<file path="src/rtl/ipr_pkg.sv">
package ipr_pkg;
   localparam int N_HI = 5;
   localparam int N_LO = 2;

   typedef enum int {
      SP_RESET   = 0,
      SP_NMI     = 1,
      SP_DBG     = 2,
      SP_CLKFAIL = 3,
      SP_WDOG    = 4
   } spec_hi_e;

   typedef enum int {
      SP_STEP  = 0,
      SP_AMATCH = 1
   } spec_lo_e;
endpackage

</file>
<file path="src/rtl/ipr_first_set.sv">
module ipr_first_set #(
   parameter int W  = 5,
   parameter int IW = (W > 1) ? $clog2(W) : 1
) (
   input  logic [W-1:0]  req_i,
   output logic          vld_o,
   output logic [IW-1:0] idx_o
);
   if (W < 1) begin : g_bad_w
      $error("ipr_first_set: W must be at least 1");
   end

   always_comb begin
      vld_o = 1'b0;
      idx_o = '0;
      for (int i = W - 1; i >= 0; i--) begin
         if (req_i[i]) begin
            vld_o = 1'b1;
            idx_o = IW'(i);
         end
      end
   end
endmodule

</file>
<file path="src/rtl/ipr_level_arb.sv">
module ipr_level_arb #(
   parameter int N        = 8,
   parameter int LW       = 3,
   parameter bit USE_TREE = 1'b1,
   localparam int PIW     = $clog2(N)
) (
   input  logic [N-1:0]    req_i,
   input  logic [N*LW-1:0] lvl_i,
   input  logic [LW-1:0]   ipl_i,
   input  logic            en_i,
   output logic            vld_o,
   output logic [PIW-1:0]  idx_o,
   output logic [LW-1:0]   lvl_o
);
   if (N < 2) begin : g_bad_n
      $error("ipr_level_arb: N must be at least 2");
   end
   if (LW < 1) begin : g_bad_lw
      $error("ipr_level_arb: LW must be at least 1");
   end

   logic [N-1:0] elig;

   // level > ipl also rules out level 0
   for (genvar g = 0; g < N; g++) begin : g_elig
      assign elig[g] = req_i[g] && en_i && (lvl_i[g*LW +: LW] > ipl_i);
   end

   if (USE_TREE) begin : g_tree
      localparam int P     = 1 << PIW;
      localparam int NODES = 2 * P - 1;
      logic [NODES-1:0] nv;
      logic [LW-1:0]    nl [NODES];
      logic [PIW-1:0]   ni [NODES];

      for (genvar l = 0; l < P; l++) begin : g_leaf
         if (l < N) begin : g_real
            assign nv[P-1+l] = elig[l];
            assign nl[P-1+l] = lvl_i[l*LW +: LW];
            assign ni[P-1+l] = PIW'(l);
         end else begin : g_pad
            assign nv[P-1+l] = 1'b0;
            assign nl[P-1+l] = '0;
            assign ni[P-1+l] = '0;
         end
      end

      for (genvar k = 0; k < P - 1; k++) begin : g_node
         logic pick_l;
         // left child holds lower indices, so it wins ties
         assign pick_l = nv[2*k+1] && (!nv[2*k+2] || (nl[2*k+1] >= nl[2*k+2]));
         assign nv[k]  = nv[2*k+1] | nv[2*k+2];
         assign nl[k]  = pick_l ? nl[2*k+1] : nl[2*k+2];
         assign ni[k]  = pick_l ? ni[2*k+1] : ni[2*k+2];
      end

      assign vld_o = nv[0];
      assign idx_o = ni[0];
      assign lvl_o = nl[0];
   end else begin : g_linear
      always_comb begin
         vld_o = 1'b0;
         idx_o = '0;
         lvl_o = '0;
         // scan downward; >= lets the lower index take ties
         for (int i = N - 1; i >= 0; i--) begin
            if (elig[i] && (!vld_o || lvl_i[i*LW +: LW] >= lvl_o)) begin
               vld_o = 1'b1;
               idx_o = PIW'(i);
               lvl_o = lvl_i[i*LW +: LW];
            end
         end
      end
   end
endmodule

</file>
<file path="src/rtl/ipr_resolver.sv">
module ipr_resolver
   import ipr_pkg::*;
#(
   parameter int N        = 8,
   parameter int LVL_W    = 3,
   parameter bit USE_TREE = 1'b1,
   localparam int PIW     = $clog2(N),
   localparam int NSRC    = N_HI + N + N_LO,
   localparam int IDX_W   = $clog2(NSRC)
) (
   input  logic               clk,
   input  logic               rst_n,
   input  logic               sample_i,
   input  logic [N_HI-1:0]    spec_hi_i,
   input  logic [N_LO-1:0]    spec_lo_i,
   input  logic [N-1:0]       per_req_i,
   input  logic [N*LVL_W-1:0] per_lvl_i,
   input  logic [LVL_W-1:0]   cpu_ipl_i,
   input  logic               int_en_i,
   output logic               take_o,
   output logic [IDX_W-1:0]   src_o,
   output logic [LVL_W-1:0]   lvl_o
);
   localparam int HIW = $clog2(N_HI);
   localparam int LOW = (N_LO > 1) ? $clog2(N_LO) : 1;

   if (N < 2 || N > 64) begin : g_bad_n
      $error("ipr_resolver: N out of range 2..64");
   end

   logic           hi_vld, lo_vld, p_vld;
   logic [HIW-1:0] hi_idx;
   logic [LOW-1:0] lo_idx;
   logic [PIW-1:0] p_idx;
   logic [LVL_W-1:0] p_lvl;

   ipr_first_set #(.W(N_HI), .IW(HIW)) u_hi (
      .req_i(spec_hi_i), .vld_o(hi_vld), .idx_o(hi_idx)
   );

   ipr_first_set #(.W(N_LO), .IW(LOW)) u_lo (
      .req_i(spec_lo_i), .vld_o(lo_vld), .idx_o(lo_idx)
   );

   ipr_level_arb #(.N(N), .LW(LVL_W), .USE_TREE(USE_TREE)) u_arb (
      .req_i(per_req_i), .lvl_i(per_lvl_i), .ipl_i(cpu_ipl_i), .en_i(int_en_i),
      .vld_o(p_vld), .idx_o(p_idx), .lvl_o(p_lvl)
   );

   logic             win;
   logic [IDX_W-1:0] win_src;
   logic [LVL_W-1:0] win_lvl;

   // wired rank: high specials, peripheral group, low specials
   always_comb begin
      win     = 1'b1;
      win_src = '0;
      win_lvl = '1;
      if (hi_vld) begin
         win_src = IDX_W'(hi_idx);
      end else if (p_vld) begin
         win_src = IDX_W'(N_HI) + IDX_W'(p_idx);
         win_lvl = p_lvl;
      end else if (lo_vld) begin
         win_src = IDX_W'(N_HI + N) + IDX_W'(lo_idx);
      end else begin
         win     = 1'b0;
      end
   end

   always_ff @(posedge clk or negedge rst_n) begin
      if (!rst_n) begin
         take_o <= 1'b0;
         src_o  <= '0;
         lvl_o  <= '0;
      end else begin
         take_o <= sample_i && win;
         if (sample_i && win) begin
            src_o <= win_src;
            lvl_o <= win_lvl;
         end
      end
   end

   // no pulse without a strobe the cycle before
   a_r1_strobe_only: assert property (@(posedge clk) disable iff (!rst_n)
      !sample_i |=> !take_o);

   // outputs hold without a strobe
   a_r8_hold: assert property (@(posedge clk) disable iff (!rst_n)
      !sample_i |=> ($stable(src_o) && $stable(lvl_o)));

   // high specials always taken, ranked below peripheral indices
   a_r2_special_hi: assert property (@(posedge clk) disable iff (!rst_n)
      (sample_i && (|spec_hi_i)) |=> (take_o && (lvl_o == '1) && (src_o < IDX_W'(N_HI))));

   // with enable low only specials can be taken
   a_r4_gate: assert property (@(posedge clk) disable iff (!rst_n)
      (sample_i && !(|spec_hi_i) && !(|spec_lo_i) && !int_en_i) |=> !take_o);

   // an accepted peripheral never carries level 0 or a level at or below the CPU level
   a_r5_periph_level: assert property (@(posedge clk) disable iff (!rst_n)
      (sample_i && (|spec_hi_i) == 1'b0 && p_vld) |=>
         (take_o && lvl_o != '0 && lvl_o > $past(cpu_ipl_i)));
endmodule

</file>
<file path="config.mk">
export PLATFORM = sky130hd
export DESIGN_NAME = ipr_resolver
export DESIGN_NICKNAME = d
export VERILOG_FILES = /design/src/rtl/ipr_pkg.sv /design/src/rtl/ipr_first_set.sv /design/src/rtl/ipr_level_arb.sv /design/src/rtl/ipr_resolver.sv
export SDC_FILE = /design/constraint.sdc
export NUM_CORES = 1
export LEC_CHECK = 0
export BUFFER_PORTS_ARGS = -buffer_cell sky130_fd_sc_hd__buf_2
export CAP_MARGIN = 20
export CORE_MARGIN = 2
export CORE_UTILIZATION = 54
export CTS_CLUSTER_SIZE = 16
export DETAILED_ROUTE_END_ITERATION = 8
export PLACE_DENSITY_LB_ADDON = 0.1
export SYNTH_ARGS = -nofsm -noshare
export SYNTH_HDL_FRONTEND = slang
export SYNTH_SLANG_ARGS = --single-unit
</file>
<file path="constraint.sdc">
create_clock -name clk -period 1.1 [get_ports clk]
set_input_delay 0 -clock clk [delete_from_list [all_inputs] [get_ports clk]]
set_output_delay 0 -clock clk [all_outputs]
set_load 0.03 [all_outputs]
</file>
==> results.cfg, run 1 <==
[grt]
grt_max_degree = 9

[synthesis]
async_flop_share_pct = 100
syn_area_per_cell_sq_um = 8.25
ys_seq_area_share_pct = 10.4
ys_top_cells_by_count = 46 x ha_1, 34 x inv_1, 14 x a21oi_1, 14 x nor2_1, 13 x nand2_1
yosysWarnings = 0
ys_ff_latch = 8
synthCells = 234
synth.most_common_cell = ha_1
syn_nets = 326
synth_edf_count = 0
synth_top_area_share_pct = 29.8
syn_area_sq_um = 1930
yosys.area.top_type = ha_1
synth-main-ff-cell = dfrtp_1
ys_top_cells_by_area = ha_1 30%, dfrtp_1 10%, inv_1 6.6%
ys_types = 52

[cts]
htreeDepth = 1
cts_made_buffers = 3
clockBufferDepth = 2
root_buffer = clkbuf_4
cts_sinks = 8

[place]
gp_congestion = 0.943
placedCellCount = 403
dp_hpwl_um = 4660
io_buffers = 53

[floorplanning]
boundaryPins = 54
start_util_pct = 56.9
fp.dieW_um = 63.8
chipHeight_um = 63.8
placementRows = 21

[timing]
worst_endpoint = src_o[1]$_DFFE_PN0P_/D
endpoint_type = sequential cell input

[outcome]
outcome = stopped before the end
tool.error = [ERROR DPL-0038] Utilization greater than 100%, impossible to legalize
stop_stage = global routing
## cells by family after synthesis
| group | Yosys count | share of synthesized area (%) |
|---|---|---|
| fa+ha+maj | 46 | 29.8 |
| compound gates | 71 | 27.4 |
| mux | 17 | 9.21 |
| simple gates | 57 | 16.0 |
| buf+inv | 35 | 7.20 |
| flops | 8 | 10.4 |
## timing repair
| item | 4_1_cts |
|---|---|
| gates resized for setup | 24 |
| gates cloned | 0 |
| endpoints found under the setup margin | 8 |
| endpoints found under the hold margin | 8 |
| pin swaps | 17 |
| hold buffers | 1 |
| setup buffers | 10 |
## through the flow
step / setup TNS (ns) / area, sq um / hold WS, ns / worst slack (ns) / util [%]
floorplan: -21.69 / 2000 / -0.296 / -3.44 / -
global placement: -26.22 / 2840 / -0.157 / -3.90 / 83.8
detailed placement: -26.89 / 2840 / -0.154 / -4.00 / 83.8
CTS: -22.64 / 3060 / 0.106 / -3.47 / 90.3
==> run 2: changes to the inputs <==
CORE_UTILIZATION = 40   (was 54)
CTS_CLUSTER_SIZE = unset   (was 16)
PLACE_DENSITY_LB_ADDON = 0.15   (was 0.1)
==> run 2 against run 1 <==
Compared with the run above: the flow now finishes, with violations (negative setup slack); area after synthesis unchanged; synthesized cell count unchanged.
==> results.cfg, run 2 <==
[timing]
period_minus_slack_ns = 4.59
final.setup.worst_slack_ns = -3.49
skew_ns = 0
finalSetupViolCount = 8
finalHoldViolCount = 0
slew_headroom_pct = 49.7
fmax_mhz = 218
fin_crit_sh_pct = 417
tightest_slew_ns = 0.735
fin_tns_setup_ns = -22.80
rsz0062_at_grt = yes
slew_viol_final = 0

[setup_path]
rr_endpoint = src_o[2]$_DFFE_PN0P_
r2r_start = src_o[2]$_DFFE_PN0P_
crit_type = input port to flip-flop
critPathSlowestCell = ha_1
critical_path_arrival_ns = 4.70
end_kind = flip-flop
critPathRequiredTime_ns = 1.21
reg2reg_slack_ns = 0.13
slowest_delay_ns = 0.30
cp_num_buf_inv = 4
start_kind = input port
rr_worst_depth = 3
crit_fanout = 4
critPathTopFamily = compound AO/OA/AOI/OAI gates

[layout]
drive_gt1_share_pct = 53.7
instances_no_fill = 434
num-fill-cells = 386
syn_to_final_growth_pct = 69.6
diodes = 0
final_common_cell = buf_4
multi_input_area_sq_um = 1850
layout_common_cells = 86 x buf_4, 52 x buf_2, 42 x ha_1
max_flop_register = src_o
regArea_sq_um = 200
largestRegisters = src_o x4, lvl_o x3, take_o x1
fin_util_pct = 69.8
nets = 474
largest_register_ffs = 4

[drt]
drc = 0
via_per_inst = 5.30
wl_per_cell_um = 13.7
ant_nets = 0
finalWirelength_um = 5930
dr.pass1.iters = 4
vias = 2299
drt_iter0_drc = 69

[synthesis]
yosys.area.top_type = ha_1
syn_nets = 326
syn_area_sq_um = 1930
ys_top_cells_by_area = ha_1 30%, dfrtp_1 10%, inv_1 6.6%
synthCells = 234
ys_ff_latch = 8
syn_area_per_cell_sq_um = 8.25
ys_types = 52
ys_top_cells_by_count = 46 x ha_1, 34 x inv_1, 14 x a21oi_1, 14 x nor2_1, 13 x nand2_1
synth.most_common_cell = ha_1
synth_top_area_share_pct = 29.8
async_flop_share_pct = 100
synth_edf_count = 0
synth-main-ff-cell = dfrtp_1
yosysWarnings = 0
ys_seq_area_share_pct = 10.4

[cts]
clockBufferDepth = 2
root_buffer = clkbuf_8
cts_sinks = 8
clkTransAtPathRegs_ns = 0.04
clk_latency_ns = 0.23
cts_made_buffers = 3
htreeDepth = 1
cts_tree = done

[pwr]
power_uw = 2250
p_per_area_nw_per_um2 = 688
comb_power_share_pct = 70.0
switching_share_pct = 37.6
clkPwrFrac_pct = 15.9
p_int_uw = 1410
switching_power_uw = 848
p_leak_uw = 0.00169
seqPwrFrac_pct = 14.1
peakVddDrop_mv = 0.359

[place]
place_ws_ns = -3.93
placedCellCount = 411
dp_hpwl_um = 4540
gp_congestion = 0.929
io_buffers = 53

[floorplanning]
die_area_sq_um = 5390
boundaryPins = 54
fp.dieW_um = 73.5
coreArea_sq_um = 4690
chipHeight_um = 73.5
start_util_pct = 41.1
placementRows = 25

[grt]
grt_max_degree = 9
antenna_found_initial = 0
grt_pass1_vias = 2344
gr-usage-all-layers_pct = 22.4
grt-ovfl-total = 0
grt_pass1_wl_um = 9720

[outcome]
outcome = finished, violations left
violations = negative setup slack

[flow_run]
drv_cap = 0

[hold_path]
hold_class = input port to asynchronous set/reset pin
run 2: cell counts after synthesis:
No cell type changed its count.
run 2: repair_timing:
action / CTS / global route
pin swaps: 19 / 7
hold buffers: 1 / 0
setup buffers: 26 / 3
hold endpoints to repair: 8 / 0
setup endpoints to repair: 8 / 8
gates resized for setup: 30 / 16
run 2: cell families (layout without fill, tap and decap cells):
family	Yosys count	count (layout)	synth area share [%]
buffers and inverters	35	181	7.20
multiplexers	17	17	9.21
flip-flops	8	8	10.4
AND/OR/NAND/NOR	57	57	16.0
AO/OA/AOI/OAI	71	71	27.4
adder cells (fa/ha/maj)	46	46	29.8
run 2: worst max-delay path by stage:
stage / cells after the start / start / slack [ns] / to
detailed placement: 23 / cpu_ipl_i[1] / -3.93 / src_o[1]$_DFFE_PN0P_
floorplan: 26 / cpu_ipl_i[1] / -3.44 / src_o[1]$_DFFE_PN0P_
finish: 26 / cpu_ipl_i[1] / -3.49 / src_o[1]$_DFFE_PN0P_
CTS: 28 / cpu_ipl_i[1] / -3.35 / src_o[1]$_DFFE_PN0P_
global placement: 23 / cpu_ipl_i[1] / -3.81 / src_o[1]$_DFFE_PN0P_
global route: 28 / cpu_ipl_i[1] / -3.77 / src_o[1]$_DFFE_PN0P_
run 2: worst reg2reg max path: cells and delay by family (launching register included):
family | cells | cell delay, ns
DFF | 1 | 0.38
and+or+nand+nor | 1 | 0.07
AOI/OAI and AO/OA | 2 | 0.45
run 2: per-stage QoR:
step,instance area [sq um],hold WS (ns)
CTS,3240,0.140
detailed placement,2850,-0.148
floorplan,2000,-0.296
finish,3270,0.147
global route,3270,0.162
global placement,2850,-0.153
run 2: area by class of cell:
class	instances	area share, %
well taps	54	2.06
multi-input cells	191	56.6
inverters	34	4.01
repair buffers	144	30.0
flip-flops and latches	8	6.12
clock buffers	3	1.26
run 2: layer usage:
metal  GRT usage (%)  routed length [um]  vias up
met5               0                   0        -
met4            5.86                  93        0
met3            3.02                 201       10
met2            42.5                3130       54
met1            26.0                2510     1075
li1                -                   -     1160
run 2: power by group through the flow:
| stage | Clock (uW) | Sequential (uW) | Combinational (uW) |
|---|---|---|---|
| 5_1_grt | 370 | 319 | 1750 |
| 3_5_place_dp | 0 | 322 | 1290 |
| 6_report | 359 | 318 | 1580 |
| 3_3_place_gp | 0 | 321 | 1270 |
| 2_1_floorplan | 0 | 348 | 694 |
| 4_1_cts | 363 | 318 | 1520 |
Power figures use the tool's default switching activity.
